File: config.mk
export PLATFORM = sky130hd
export DESIGN_NAME = fault_supervisor
export DESIGN_NICKNAME = d
export VERILOG_FILES = /design/src/rtl/fsv_pkg.sv /design/src/rtl/fsv_sync.sv /design/src/rtl/fsv_latch_filt.sv /design/src/rtl/fsv_fault_timer.sv /design/src/rtl/fault_supervisor.sv
export SDC_FILE = /design/constraint.sdc
export NUM_CORES = 1
export LEC_CHECK = 0
export ABC_CLOCK_PERIOD_IN_PS = 2600
export BUFFER_PORTS_ARGS = -buffer_cell sky130_fd_sc_hd__buf_2
export CAP_MARGIN = 25
export CORE_MARGIN = 3
export CORE_UTILIZATION = 52
export DETAILED_ROUTE_END_ITERATION = 6
export GPL_TIMING_DRIVEN = 1
export PLACE_DENSITY = 0.75
export SKIP_CTS_REPAIR_TIMING = 1
export SLEW_MARGIN = 40
export SYNTH_ARGS = -nofsm -noshare
export SYNTH_HDL_FRONTEND = slang
export SYNTH_SLANG_ARGS = --single-unit
File: constraint.sdc
create_clock -name clk_i -period 2.6 [get_ports clk_i]
set_clock_uncertainty 0.15 [all_clocks]
set_input_delay 0.39 -clock clk_i [delete_from_list [all_inputs] [get_ports clk_i]]
set_output_delay 0.39 -clock clk_i [all_outputs]
set_load 0.01 [all_outputs]
File: src/rtl/fsv_pkg.sv
package fsv_pkg;
  localparam int NFLAG = 8;
  localparam int F_FAST = 0;
  localparam int F_SLOW = 1;
  localparam int F_FB   = 2;
  localparam int F_BO   = 3;
  localparam int F_LAT  = 4;
  localparam int F_OT   = 5;
  localparam int F_VON  = 6;
  localparam int F_VMIN = 7;

  // bit 6 down to bit 0
  typedef struct packed {
    logic charging;
    logic supply_low;
    logic over_temp;
    logic bo_low;
    logic fast_hold;
    logic tmr_stop;
    logic latched;
  } status_t;

  localparam int STATUS_W = $bits(status_t);
endpackage

File: src/rtl/fsv_sync.sv
module fsv_sync #(
  parameter int W = 8
) (
  input  logic         clk_i,
  input  logic         rst_ni,
  input  logic [W-1:0] d_i,
  output logic [W-1:0] q_o
);
  logic [W-1:0] s1_q, s2_q;

  for (genvar i = 0; i < W; i++) begin : g_bit
    always_ff @(posedge clk_i or negedge rst_ni) begin
      if (!rst_ni) begin
        s1_q[i] <= 1'b0;
        s2_q[i] <= 1'b0;
      end else begin
        s1_q[i] <= d_i[i];
        s2_q[i] <= s1_q[i];
      end
    end
  end

  assign q_o = s2_q;
endmodule

File: src/rtl/fsv_latch_filt.sv
module fsv_latch_filt #(
  parameter int LATCH_CYC = 2500
) (
  input  logic clk_i,
  input  logic rst_ni,
  input  logic req_i,
  output logic latched_o
);
  localparam int CW = $clog2(LATCH_CYC + 1);
  localparam logic [CW-1:0] LAST = CW'(LATCH_CYC - 1);

  logic [CW-1:0] cnt_q;
  logic          latched_q;

  always_ff @(posedge clk_i or negedge rst_ni) begin
    if (!rst_ni) begin
      cnt_q     <= '0;
      latched_q <= 1'b0;
    end else begin
      if (!req_i)             cnt_q <= '0;
      else if (cnt_q != LAST) cnt_q <= cnt_q + 1'b1;
      // sticky until reset
      if (req_i && cnt_q == LAST) latched_q <= 1'b1;
    end
  end

  assign latched_o = latched_q;
endmodule

File: src/rtl/fsv_fault_timer.sv
module fsv_fault_timer #(
  parameter int TMR_W       = 12,
  parameter int DIV_W       = 8,
  parameter int STOP_LVL    = 3276,
  parameter int RESTART_LVL = 819
) (
  input  logic             clk_i,
  input  logic             rst_ni,
  input  logic             fault_i,
  input  logic [DIV_W-1:0] chg_div_i,
  input  logic [DIV_W-1:0] dec_div_i,
  output logic             stop_o,
  output logic             charging_o
);
  localparam logic [TMR_W-1:0] STOP_V    = TMR_W'(STOP_LVL);
  localparam logic [TMR_W-1:0] RESTART_V = TMR_W'(RESTART_LVL);
  localparam logic [TMR_W-1:0] FULL_V    = '1;

  logic [TMR_W-1:0] level_q;
  logic [DIV_W-1:0] pre_q;
  logic             dir_q;
  logic             stop_q;
  logic             charge;
  logic [DIV_W-1:0] div_sel;
  logic             tick;

  assign charge  = fault_i & ~stop_q;
  assign div_sel = charge ? chg_div_i : dec_div_i;
  // prescaler restarts whenever the direction flips
  assign tick    = (charge == dir_q) && (pre_q >= div_sel);

  always_ff @(posedge clk_i or negedge rst_ni) begin
    if (!rst_ni) begin
      dir_q <= 1'b0;
      pre_q <= '0;
    end else begin
      dir_q <= charge;
      if (charge != dir_q || tick) pre_q <= '0;
      else                         pre_q <= pre_q + 1'b1;
    end
  end

  always_ff @(posedge clk_i or negedge rst_ni) begin
    if (!rst_ni) begin
      level_q <= '0;
    end else if (tick) begin
      if (charge && level_q != FULL_V)     level_q <= level_q + 1'b1;
      else if (!charge && level_q != '0)   level_q <= level_q - 1'b1;
    end
  end

  always_ff @(posedge clk_i or negedge rst_ni) begin
    if (!rst_ni)                              stop_q <= 1'b0;
    else if (!stop_q && level_q >= STOP_V)    stop_q <= 1'b1;
    else if (stop_q && level_q <= RESTART_V)  stop_q <= 1'b0;
  end

  assign stop_o     = stop_q;
  assign charging_o = charge;
endmodule

File: src/rtl/fault_supervisor.sv
module fault_supervisor
  import fsv_pkg::*;
#(
  parameter int TMR_W       = 12,
  parameter int DIV_W       = 8,
  parameter int STOP_LVL    = ((2 ** TMR_W) * 4) / 5,
  parameter int RESTART_LVL = (2 ** TMR_W) / 5,
  parameter int LATCH_CYC   = 2500
) (
  input  logic             clk_i,
  input  logic             rst_ni,
  input  logic             variant_b_i,
  input  logic             fast_flt_i,
  input  logic             slow_flt_i,
  input  logic             fb_flt_i,
  input  logic             bo_ok_i,
  input  logic             latch_req_i,
  input  logic             otemp_i,
  input  logic             vcc_on_i,
  input  logic             vcc_min_i,
  input  logic [DIV_W-1:0] chg_div_i,
  input  logic [DIV_W-1:0] dec_div_i,
  output logic             pulse_en_o,
  output logic             ss_req_o,
  output logic [6:0]       status_o
);
  logic [NFLAG-1:0] raw, flg;
  logic             latched, tmr_stop, charging;
  logic             vcc_ok_q, pulse_en_q, ss_req_q, ss_pend_q;
  logic             run_ok, ss_set;
  status_t          status_q;

  assign raw[F_FAST] = fast_flt_i;
  assign raw[F_SLOW] = slow_flt_i;
  assign raw[F_FB]   = fb_flt_i;
  assign raw[F_BO]   = bo_ok_i;
  assign raw[F_LAT]  = latch_req_i;
  assign raw[F_OT]   = otemp_i;
  assign raw[F_VON]  = vcc_on_i;
  assign raw[F_VMIN] = vcc_min_i;

  fsv_sync #(.W(NFLAG)) u_sync (
    .clk_i (clk_i),
    .rst_ni(rst_ni),
    .d_i   (raw),
    .q_o   (flg)
  );

  fsv_latch_filt #(.LATCH_CYC(LATCH_CYC)) u_latch (
    .clk_i    (clk_i),
    .rst_ni   (rst_ni),
    .req_i    (flg[F_LAT]),
    .latched_o(latched)
  );

  fsv_fault_timer #(
    .TMR_W      (TMR_W),
    .DIV_W      (DIV_W),
    .STOP_LVL   (STOP_LVL),
    .RESTART_LVL(RESTART_LVL)
  ) u_timer (
    .clk_i     (clk_i),
    .rst_ni    (rst_ni),
    .fault_i   (flg[F_SLOW] | flg[F_FB]),
    .chg_div_i (chg_div_i),
    .dec_div_i (dec_div_i),
    .stop_o    (tmr_stop),
    .charging_o(charging)
  );

  // supply hysteresis: qualify on turn-on, drop below minimum
  always_ff @(posedge clk_i or negedge rst_ni) begin
    if (!rst_ni)             vcc_ok_q <= 1'b0;
    else if (!flg[F_VMIN])   vcc_ok_q <= 1'b0;
    else if (flg[F_VON])     vcc_ok_q <= 1'b1;
  end

  assign run_ok = vcc_ok_q & flg[F_BO] & ~flg[F_OT] & ~latched
                & ~tmr_stop & ~flg[F_FAST];

  // any cause that needs a soft restart arms the pending flag
  assign ss_set = ~vcc_ok_q | ~flg[F_BO] | flg[F_OT] | tmr_stop
                | (flg[F_FAST] & (variant_b_i | flg[F_FB]));

  always_ff @(posedge clk_i or negedge rst_ni) begin
    if (!rst_ni) begin
      ss_pend_q  <= 1'b1;
      pulse_en_q <= 1'b0;
      ss_req_q   <= 1'b0;
    end else begin
      pulse_en_q <= run_ok;
      ss_req_q   <= run_ok & ~pulse_en_q & ss_pend_q;
      if (run_ok && !pulse_en_q) ss_pend_q <= 1'b0;
      else if (ss_set)           ss_pend_q <= 1'b1;
    end
  end

  always_ff @(posedge clk_i or negedge rst_ni) begin
    if (!rst_ni) begin
      status_q <= '0;
    end else begin
      status_q.charging   <= charging;
      status_q.supply_low <= ~vcc_ok_q;
      status_q.over_temp  <= flg[F_OT];
      status_q.bo_low     <= ~flg[F_BO];
      status_q.fast_hold  <= flg[F_FAST];
      status_q.tmr_stop   <= tmr_stop;
      status_q.latched    <= latched;
    end
  end

  assign pulse_en_o = pulse_en_q;
  assign ss_req_o   = ss_req_q;
  assign status_o   = status_q;
endmodule

==> results of run 1 <==
==> synthesized netlist by cell type (2+ instances only) <==
master and instances:
a21o_1 4, a311o_1 2, xnor2_1 18, nor2b_1 2, buf_6 2, a21oi_1 11
dfrtp_1 60, o41ai_2 2, o21ai_0 6, mux2i_1 10, nor4_1 5, mux2_1 7
and2_1 13, nand2b_1 2, nor2_1 19, nand2_1 11, and4_1 4, nor3_1 3
nand3_1 13, o21a_1 4, o211ai_1 4, and3_1 6, ha_1 20, xor2_1 9
inv_1 11, a31oi_1 2
==> placed cells by master, fill, tap and decap left out, types with 3 or more instances in the layout <==
master	Yosys	layout
mux2_1	7	6
inv_1	11	10
clkbuf_8	0	9
o21a_1	4	4
buf_12	0	3
a21oi_1	11	9
ha_1	20	13
and4_1	4	4
and3_1	6	6
nor4_1	5	5
nand2_1	11	10
dlygate4sd3_1	0	9
mux2i_1	10	9
buf_2	0	35
o211ai_1	4	4
buf_4	1	45
xor2_1	9	9
dfrtp_1	60	60
xnor2_1	18	18
nor2_1	19	14
nand3_1	13	13
a21o_1	4	4
o21ai_0	6	4
nor3_1	3	3
ha_4	0	5
and2_1	13	12
nor2_2	0	5
==> sequential cells by signal, indices dropped and copies added (netlist names), 6 cells and up <==
| register | count |
|---|---|
| status_o | 6 |
| u_latch.cnt_q | 12 |
| u_sync.q_o | 8 |
| u_sync.s1_q | 8 |
| u_timer.level_q | 12 |
| u_timer.pre_q | 8 |
==> cell type report <==
cell class / count / area, um2
tap: 72 / 90.09
multi-input combinational: 197 / 1674
sequential: 61 / 1528
clock buffer: 9 / 123.9
clock inverter: 7 / 73.82
fill: 404 / 1464
inverter: 12 / 47.55
timing repair buffer: 93 / 674.4
==> logic make-up (layout without fill, tap and decap cells) <==
| kind of cell | after synthesis | after routing | share of synthesized area |
|---|---|---|---|
| adder cells (fa/ha/maj) | 21 | 21 | 0.08619 |
| XOR/XNOR | 27 | 27 | 0.07542 |
| AND/OR/NAND/NOR | 83 | 83 | 0.1405 |
| multiplexers | 18 | 18 | 0.06066 |
| buffers and inverters | 16 | 121 | 0.02514 |
| flip-flops | 61 | 61 | 0.4872 |
| AO/OA/AOI/OAI | 48 | 48 | 0.1249 |
==> routing by layer <==
metal / global-route usage / share of wire / vias up
li1: - / - / 1180
met1: 0.2257 / 0.44 / 1135
met2: 0.3275 / 0.51 / 36
met3: 0.05429 / 0.035 / 10
met4: 0.07164 / 0.014 / 0
met5: 0 / 0 / -
==> metrics by stage <==
step,util,TNS (ps),cell area (um2)
final,0.7421,-1081,4212
after global routing,0.7421,-3667,4212
after CTS,0.6878,-716.7,3904
after detailed placement,0.6530,-648.0,3706
after global placement,0.6530,-210.6,3706
after floorplan,-,-40.77,3179
==> power by group <==
part	internal (W)	total, W	switching (W)
logic	0.000959	0.00186	0.000899
clock network	0.000445	0.000830	0.000386
registers	0.00108	0.00119	0.000108
==> critical path, cell delays in order, from the launching register on <==
cell and delay (ps):
dfrtp_1 380, o21bai_4 170, buf_12 150, a31oi_4 190
inv_4 100, buf_12 140, ha_4 250, o211ai_1 80
o21a_2 240, a221oi_4 320, nor2_1 90, xnor2_1 130
mux2_4 250
==> worst paths after layout <==
check | startpoint | to | slack (ps)
hold / removal | u_sync.s1_q[4]$_DFF_PN0_ | u_sync.q_o[4]$_DFF_PN0_ | 190
hold reg to reg | u_sync.s1_q[4]$_DFF_PN0_ | u_sync.q_o[4]$_DFF_PN0_ | 190
max in group asynchronous | rst_ni | ss_pend_q$_DFFE_PN1P_ | 1420
setup / recovery | u_timer.stop_o$_DFFE_PN0P_ | u_timer.level_q[9]$_DFFE_PN0P_ | -160
min in group asynchronous | rst_ni | u_timer.pre_q[3]$_DFF_PN0_ | 480
setup reg to reg | u_timer.stop_o$_DFFE_PN0P_ | u_timer.level_q[9]$_DFFE_PN0P_ | -160
==> results.sh, run 1 <==
export IMPL_drv_cap=0
export IMPL_status="complete, but fails checks"
export IMPL_num_rows=27
export IMPL_numPortBuffers=35
export IMPL_min_path_type="reg -> reg"
export IMPL_rsz0062_at_grt="yes"
export IMPL_coreArea_um2=5675
export IMPL_initial_utilization=0.5525
export IMPL_antennaDiodeCount=0
export IMPL_hold_depth=0
export IMPL_dr_first_iter_drc_count=42
export IMPL_postSynthRegisterBits=61
export IMPL_clk_pin_slew_worst_paths_ps=70
export IMPL_grt_max_degree=62
export IMPL_place_gp_congestion=0.8566
export IMPL_cts_buffers_inserted=9
export IMPL_ys_warn_count=0
export IMPL_start_kind="flop"
export IMPL_ys_seq_area_frac=0.4872
export IMPL_critPathKind="reg -> reg"
export IMPL_finalCritPeriodShare=1.060
export IMPL_path_max_fanout=10
export IMPL_num_io_pins=36
export IMPL_grt_pass1_wl_mm=10.61
export IMPL_synthesis_nets=322
export IMPL_synth_avg_cell_area_um2=11.44
export IMPL_worstRegToRegCells=12
export IMPL_clkSinkCount=61
export IMPL_place_hpwl_mm=4.673
export IMPL_peakVddDrop_v=0.0006335
export IMPL_remaining_drc_errors=0
export IMPL_post_drt_via_cell_ratio=5.235
export IMPL_max_freq_mhz=362.7
export IMPL_end_kind="flop"
export IMPL_antenna_left=0
export IMPL_insertion_delay_ps=340
export IMPL_max_slew_margin=0.6452
export IMPL_clock_root_buffer="clkbuf_8"
export IMPL_cts_tree="yes"
export IMPL_grt_util_all_layers=0.1905
export IMPL_grt_antenna_before_repair=0
export IMPL_die_area_um2=6997
export IMPL_dpl_cell_count=413
export IMPL_final_setup_viol_count=12
export IMPL_synth_largest_area_cell="dfrtp_1"
export IMPL_die_h_um=83.65
export IMPL_min_period_ps=2757
export IMPL_htree_levels=3
export IMPL_arrival_ps=2830
export IMPL_ys_top_cells_by_area="dfrtp_1, ha_1, xnor2_1, mux2i_1, and2_1"
export IMPL_synth_edf_count=0
export IMPL_crit_required_ps=2680
export IMPL_fin_cells=451
export IMPL_grt_ovfl_total=0
export IMPL_tightest_slew_ps=532.2
export IMPL_drt_total_wl_mm=6.557
export IMPL_preCtsSetupSlack_ps=-165.5
export IMPL_powerDensity_nw_per_um2=921.0
export IMPL_layout_drive_gt1_share=0.3588
export IMPL_setup_ws_ps=-157.1
export IMPL_slew_viol_final=0
export IMPL_synthCells=274
export IMPL_synth_area_um2=3136
export IMPL_synth_top_area_frac=0.4789
export IMPL_violations="negative setup slack"
export IMPL_first_pass_iters=4
export IMPL_num_vias=2361
export IMPL_synth_distinct_cells=50
export IMPL_area_delta_synth_final_pct=34.32
export IMPL_die_x_um=83.65
export IMPL_clockBufferDepth=2
export IMPL_hold_viol=0
export IMPL_wire_per_inst_um=14.54
export IMPL_holdWs_ps=188.8
export IMPL_total_power_w=0.003879
export IMPL_async_reset_ff_frac=1.000
export IMPL_power_leakage_nw=2.045
export IMPL_synthFlopType="dfrtp_1"
export IMPL_grt_pass1_vias=2349
export IMPL_fin_nets=422
No activity file was read; power rests on OpenSTA's default activity.
==> run 2, diff against run 1 <==
- CORE_MARGIN: 3 -> 4
==> run 2 against run 1 <==
  * The run still ends with negative setup slack left
  * Clock-buffer cell count is the same
  * Sequential share of layout area shrank 0.40 points
  * Clock power grew 1%
  * Largest cell class unchanged
  * Highest routed layer unchanged
  * Critical path depth shrank 1
  * Via count grew 1.8%
  * First-iteration DRC count grew 98%
  * Die area grew 4.8%
  * Combinational power is essentially flat
  * Register-to-register slack lost 30 ps
  * Power grew 0.67%
  * Maximum frequency shrank 1.1%
  * Non-clock buffer count grew 1
==> results.sh, run 2 (same netlist as run 1, synthesis figures left out) <==
export IMPL_status="complete, but fails checks"
export IMPL_violations="negative setup slack"
export IMPL_clock_root_buffer="clkbuf_8"
export IMPL_remaining_drc_errors=0
export IMPL_final_util=0.7236
export IMPL_crit_chain="o21bai_4 -> buf_12 -> buf_6 -> mux2i_2 -> ha_1 -> and3_4 -> nand3_2 -> o21a_1 -> a22oi_4 -> buf_12 -> mux2_1"
export IMPL_clockPowerShare=0.215
export IMPL_post_drt_via_cell_ratio=5.281
export IMPL_cts_buffers_inserted=9
export IMPL_path_max_fanout=6
export IMPL_num_vias=2403
export IMPL_hold_depth=1
export IMPL_drt_total_wl_mm=7.116
export IMPL_preCtsSetupSlack_ps=-288.6
export IMPL_dr_first_iter_drc_count=83
export IMPL_arrival_ps=2850
export IMPL_crit_path_top_delay_cell="dfrtp_1"
export IMPL_htree_levels=3
export IMPL_switchingPower_w=0.001383
export IMPL_drv_cap=0
export IMPL_final_setup_viol_count=19
export IMPL_grt_max_degree=62
export IMPL_finalCritPeriodShare=1.072
export IMPL_slew_viol_final=0
export IMPL_grt_ovfl_total=0
export IMPL_start_kind="flop"
export IMPL_die_h_um=85.65
export IMPL_end_kind="flop"
export IMPL_rsz0062_at_grt="yes"
export IMPL_p_int_w=0.002521
export IMPL_final_cell_mix="dfrtp_1, buf_4, buf_2"
export IMPL_die_x_um=85.65
export IMPL_num_rows=28
export IMPL_wire_per_inst_um=15.64
export IMPL_powerDensity_nw_per_um2=916.8
export IMPL_r2r_end="u_timer.level_q[5]$_DFFE_PN0P_"
export IMPL_cts_tree="yes"
export IMPL_coreArea_um2=5886
export IMPL_peakVddDrop_v=0.0007276
export IMPL_max_slew_margin=0.7422
export IMPL_critPathMaxStageDelay_ps=380
export IMPL_first_pass_iters=6
export IMPL_place_hpwl_mm=4.650
export IMPL_tightest_slew_ps=381.5
export IMPL_top_regs="u_latch.cnt_q: 12 flops, u_timer.level_q: 12 flops"
export IMPL_antenna_left=0
export IMPL_place_gp_congestion=0.8281
export IMPL_setup_ws_ps=-186.6
export IMPL_grt_antenna_before_repair=0
export IMPL_min_delay_start="otemp_i"
export IMPL_fin_nets=423
export IMPL_crit_required_ps=2660
export IMPL_num_io_pins=36
export IMPL_clk_pin_slew_worst_paths_ps=70
export IMPL_seq_power_share=0.304
export IMPL_power_leakage_nw=2.074
export IMPL_clockBufferDepth=2
export IMPL_insertion_delay_ps=330
export IMPL_rrSetupSlack_ps=-190
export IMPL_layout_drive_gt1_share=0.3789
export IMPL_grt_pass1_wl_mm=10.88
export IMPL_antennaDiodeCount=0
export IMPL_min_period_ps=2787
export IMPL_holdPathEnd="u_sync.s1_q[5]$_DFF_PN0_"
export IMPL_initial_utilization=0.5327
export IMPL_worstRegToRegCells=11
export IMPL_max_freq_mhz=358.9
export IMPL_numPortBuffers=35
export IMPL_die_area_um2=7336
export IMPL_min_path_type="in -> reg"
export IMPL_total_power_w=0.003905
export IMPL_layout_commonest_cell="dfrtp_1"
export IMPL_area_delta_synth_final_pct=35.83
export IMPL_clkSinkCount=61
export IMPL_r2r_start="u_timer.stop_o$_DFFE_PN0P_"
export IMPL_sw_frac_of_total=0.3543
export IMPL_grt_util_all_layers=0.1904
export IMPL_critPathKind="reg -> reg"
export IMPL_power_share_combinational=0.482
export IMPL_cpMostUsedCell="buf_12"
export IMPL_hold_viol=0
export IMPL_grt_pass1_vias=2333
run 2: changes by cell type in the layout (fill, tap and decap cells not counted), sizes merged:
cell	delta
clkbuf	+1
buf	+2
dlygate4sd3	-2
run 2: metrics by stage:
step	instances	TNS (ps)	instance area (um2)	hold WS (ps)
final	455	-2139	4259	10.92
after detailed placement	419	-4720	3720	184.7
after floorplan	274	-40.77	3179	-55.59
after global routing	455	-3642	4259	2.867
after global placement	419	-3058	3720	182.3
after CTS	435	-5147	3918	-88.96
run 2: routing by layer:
metal / global-route usage / part of all wire
met4: 0.07338 / 0.019
met3: 0.03458 / 0.035
met5: 0 / 0
met1: 0.2375 / 0.42
met2: 0.3284 / 0.53
run 2: power groups by stage:
stage               registers (W)  logic, W  clock network, W
floorplan                 0.00123  0.000943                 0
global placement          0.00119   0.00151                 0
finish                    0.00119   0.00188          0.000838
detailed placement        0.00120   0.00155                 0
global route              0.00120   0.00207          0.000890
CTS                       0.00118   0.00157          0.000851
run 2: worst max-delay path by stage:
stage	slack (ps)	cells after the start	to	start
5_1_grt	-260	12	u_timer.level_q[9]$_DFFE_PN0P_	u_timer.stop_o$_DFFE_PN0P_
3_3_place_gp	-210	8	u_timer.level_q[8]$_DFFE_PN0P_	u_sync.q_o[2]$_DFF_PN0_
3_5_place_dp	-290	8	u_timer.level_q[7]$_DFFE_PN0P_	u_sync.q_o[2]$_DFF_PN0_
2_1_floorplan	-30	11	u_timer.level_q[9]$_DFFE_PN0P_	u_timer.stop_o$_DFFE_PN0P_
6_report	-190	11	u_timer.level_q[5]$_DFFE_PN0P_	u_timer.stop_o$_DFFE_PN0P_
4_1_cts	-300	8	u_timer.level_q[7]$_DFFE_PN0P_	u_sync.q_o[2]$_DFF_PN0_
run 2: area by class of cell:
class | instances | area, um2
Inverter | 12 | 47.55
Sequential cell | 61 | 1528
Timing Repair Buffer | 94 | 705.7
Tap cell | 75 | 93.84
Clock inverter | 7 | 73.82
Fill cell | 429 | 1627
Clock buffer | 9 | 123.9
Multi-Input combinational cell | 197 | 1687
run 2: critical path: cells and delay by family (launching register included):
family,cells,cell delay (ps)
AOI/OAI and AO/OA,3,680
muxes,2,450
and+or+nand+nor,2,280
adders and majority gates,1,310
buffers and inverters,3,400
DFF,1,380
==> run 3, diff against run 2 <==
- CELL_PAD_IN_SITES_DETAIL_PLACEMENT: unset -> 1
- CELL_PAD_IN_SITES_GLOBAL_PLACEMENT: unset -> 1
- CORE_UTILIZATION: 52 -> 42
- PLACE_DENSITY: 0.75 -> unset
- PLACE_DENSITY_LB_ADDON: unset -> 0.1
==> run 3 against run 2 <==
  * The flow still finishes with violations (negative setup slack)
  * Register-to-register slack better by 70 ps
  * Global-route usage is 1.4 points lower
  * Final area up 1.2%
  * Sequential cell count is the same
  * Utilization decreased by 13 points
  * Via count fell by 0.75%
  * Critical path type unchanged
  * Setup slack better by 65 ps
  * Die area is 21% higher
  * Worst hold slack better by 14 ps
  * Maximum frequency rose by 2.4%
  * Highest routed layer unchanged
==> results.sh, run 3 (same netlist as run 1, synthesis figures left out) <==
export IMPL_initial_utilization=0.4323
export IMPL_min_period_ps=2722
export IMPL_dpl_cell_area_um2=3800
export IMPL_grt_pass1_vias=2556
export IMPL_dr_first_iter_drc_count=41
export IMPL_grt_ovfl_total=0
export IMPL_preCtsSetupSlack_ps=-172.6
export IMPL_cts_buffers_inserted=9
export IMPL_rsz0062_at_grt="yes"
export IMPL_grt_pass1_wl_mm=12.12
export IMPL_area_delta_synth_final_pct=37.47
export IMPL_insertion_delay_ps=330
export IMPL_final_area_um2=4310
export IMPL_arrival_ps=2790
export IMPL_multi_input_area_um2=1702
export IMPL_crit_required_ps=2660
export IMPL_die_h_um=94.41
export IMPL_end_kind="flop"
export IMPL_min_delay_start="latch_req_i"
export IMPL_top_regs="u_latch.cnt_q: 12 flops, u_timer.level_q: 12 flops"
export IMPL_status="complete, but fails checks"
export IMPL_cts_tree="yes"
export IMPL_critPathMaxStageDelay_ps=400
export IMPL_drv_cap=0
export IMPL_antenna_left=0
export IMPL_die_area_um2=8912
export IMPL_coreArea_um2=7253
export IMPL_powerDensity_nw_per_um2=944.5
export IMPL_power_leakage_nw=2.062
export IMPL_clock_root_buffer="clkbuf_8"
export IMPL_num_vias=2385
export IMPL_finalCritPeriodShare=1.047
export IMPL_crit_chain="o21bai_4 -> buf_12 -> mux2i_1 -> ha_1 -> and3_4 -> nand3_2 -> o21a_1 -> a22oi_4 -> buf_12 -> mux2_1"
export IMPL_die_x_um=94.41
export IMPL_total_power_w=0.004071
export IMPL_start_kind="flop"
export IMPL_slew_viol_final=0
export IMPL_clk_pin_slew_worst_paths_ps=70
export IMPL_remaining_drc_errors=0
export IMPL_num_rows=31
export IMPL_post_drt_via_cell_ratio=5.053
export IMPL_tightest_slew_ps=498.5
export IMPL_path_buf_inv=2
export IMPL_final_setup_viol_count=20
export IMPL_clockBufferDepth=2
export IMPL_cpMostUsedCell="buf_12"
export IMPL_grt_max_degree=43
export IMPL_wire_per_inst_um=15.95
export IMPL_r2r_start="u_sync.q_o[1]$_DFF_PN0_"
export IMPL_min_path_type="in -> reg"
export IMPL_finalSetupTns_ps=-1603
export IMPL_place_hpwl_mm=5.571
export IMPL_setup_ws_ps=-121.5
export IMPL_violations="negative setup slack"
export IMPL_num_io_pins=36
export IMPL_drt_total_wl_mm=7.528
export IMPL_max_freq_mhz=367.4
export IMPL_cpLargestDelayFamily="compound AO/OA/AOI/OAI gates"
export IMPL_place_gp_congestion=0.7684
export IMPL_critPathKind="reg -> reg"
export IMPL_numPortBuffers=35
export IMPL_grt_util_all_layers=0.1767
export IMPL_nFillCells=787
export IMPL_layout_drive_gt1_share=0.3566
export IMPL_fin_nets=416
export IMPL_first_pass_iters=6
export IMPL_layout_commonest_cell="dfrtp_1"
export IMPL_worstSetupStartpoint="u_sync.q_o[1]$_DFF_PN0_"
export IMPL_htree_levels=3
export IMPL_clkSinkCount=61
export IMPL_peakVddDrop_v=0.0006073
export IMPL_layout_area_seq_um2=1528
export IMPL_grt_antenna_before_repair=0
export IMPL_crit_path_top_delay_cell="dfrtp_1"
export IMPL_path_max_fanout=8
export IMPL_antennaDiodeCount=0
export IMPL_final_cell_mix="dfrtp_1, buf_4, buf_2"
export IMPL_hold_viol=0
export IMPL_max_slew_margin=0.6677
run 3: changes by cell type in the layout (fill, tap and decap cells not counted), moves of 2 or more:
cell	delta
buf_4	-8
nor2_2	-4
nor2_4	+4
and4_1	-2
and4_4	+2
buf_12	+2
bufinv_16	+2
clkbuf_8	+2
clkinv_4	-2
o21ai_0	+2
run 3: cell type report:
class / count / area share
clock buffers: 12 / 0.03599
clock inverters: 4 / 0.02206
inverters: 12 / 0.01103
multi-input cells: 197 / 0.3948
flip-flops and latches: 61 / 0.3544
well taps: 99 / 0.02874
repair buffers: 87 / 0.1530
run 3: final timing paths:
path / end / slack (ps) / cells after the start
setup / recovery: u_timer.level_q[5]$_DFFE_PN0P_ / -120 / 10
hold / removal: u_sync.s1_q[4]$_DFF_PN0_ / 20 / 1
setup reg to reg: u_timer.level_q[5]$_DFFE_PN0P_ / -120 / 10
hold reg to reg: u_sync.q_o[2]$_DFF_PN0_ / 200 / 0
max in group asynchronous: ss_pend_q$_DFFE_PN1P_ / 1240 / 3
min in group asynchronous: u_timer.pre_q[2]$_DFF_PN0_ / 410 / 2
run 3: metrics by stage:
step,hold WS (ps),util,std cells
2_1_floorplan,-55.59,-,274
3_3_place_gp,181.7,0.5239,443
3_5_place_dp,186.3,0.5239,443
4_1_cts,-128.2,0.5584,459
5_1_grt,5.522,0.5943,472
6_report,24.63,0.5943,472
run 3: metal layers:
layer	global-route usage	up-vias	share of wire
met5	0	-	0
met4	0.04573	0	0.012
met3	0.05100	9	0.029
met2	0.3180	25	0.55
met1	0.2060	1185	0.41
li1	-	1166	-
run 3: power by group:
part / internal (W) / switching, W / leakage [nW]
sequential: 0.00108 / 0.000110 / 0.775
combinational: 0.000935 / 0.000905 / 1.16
clock: 0.000688 / 0.000350 / 0.127
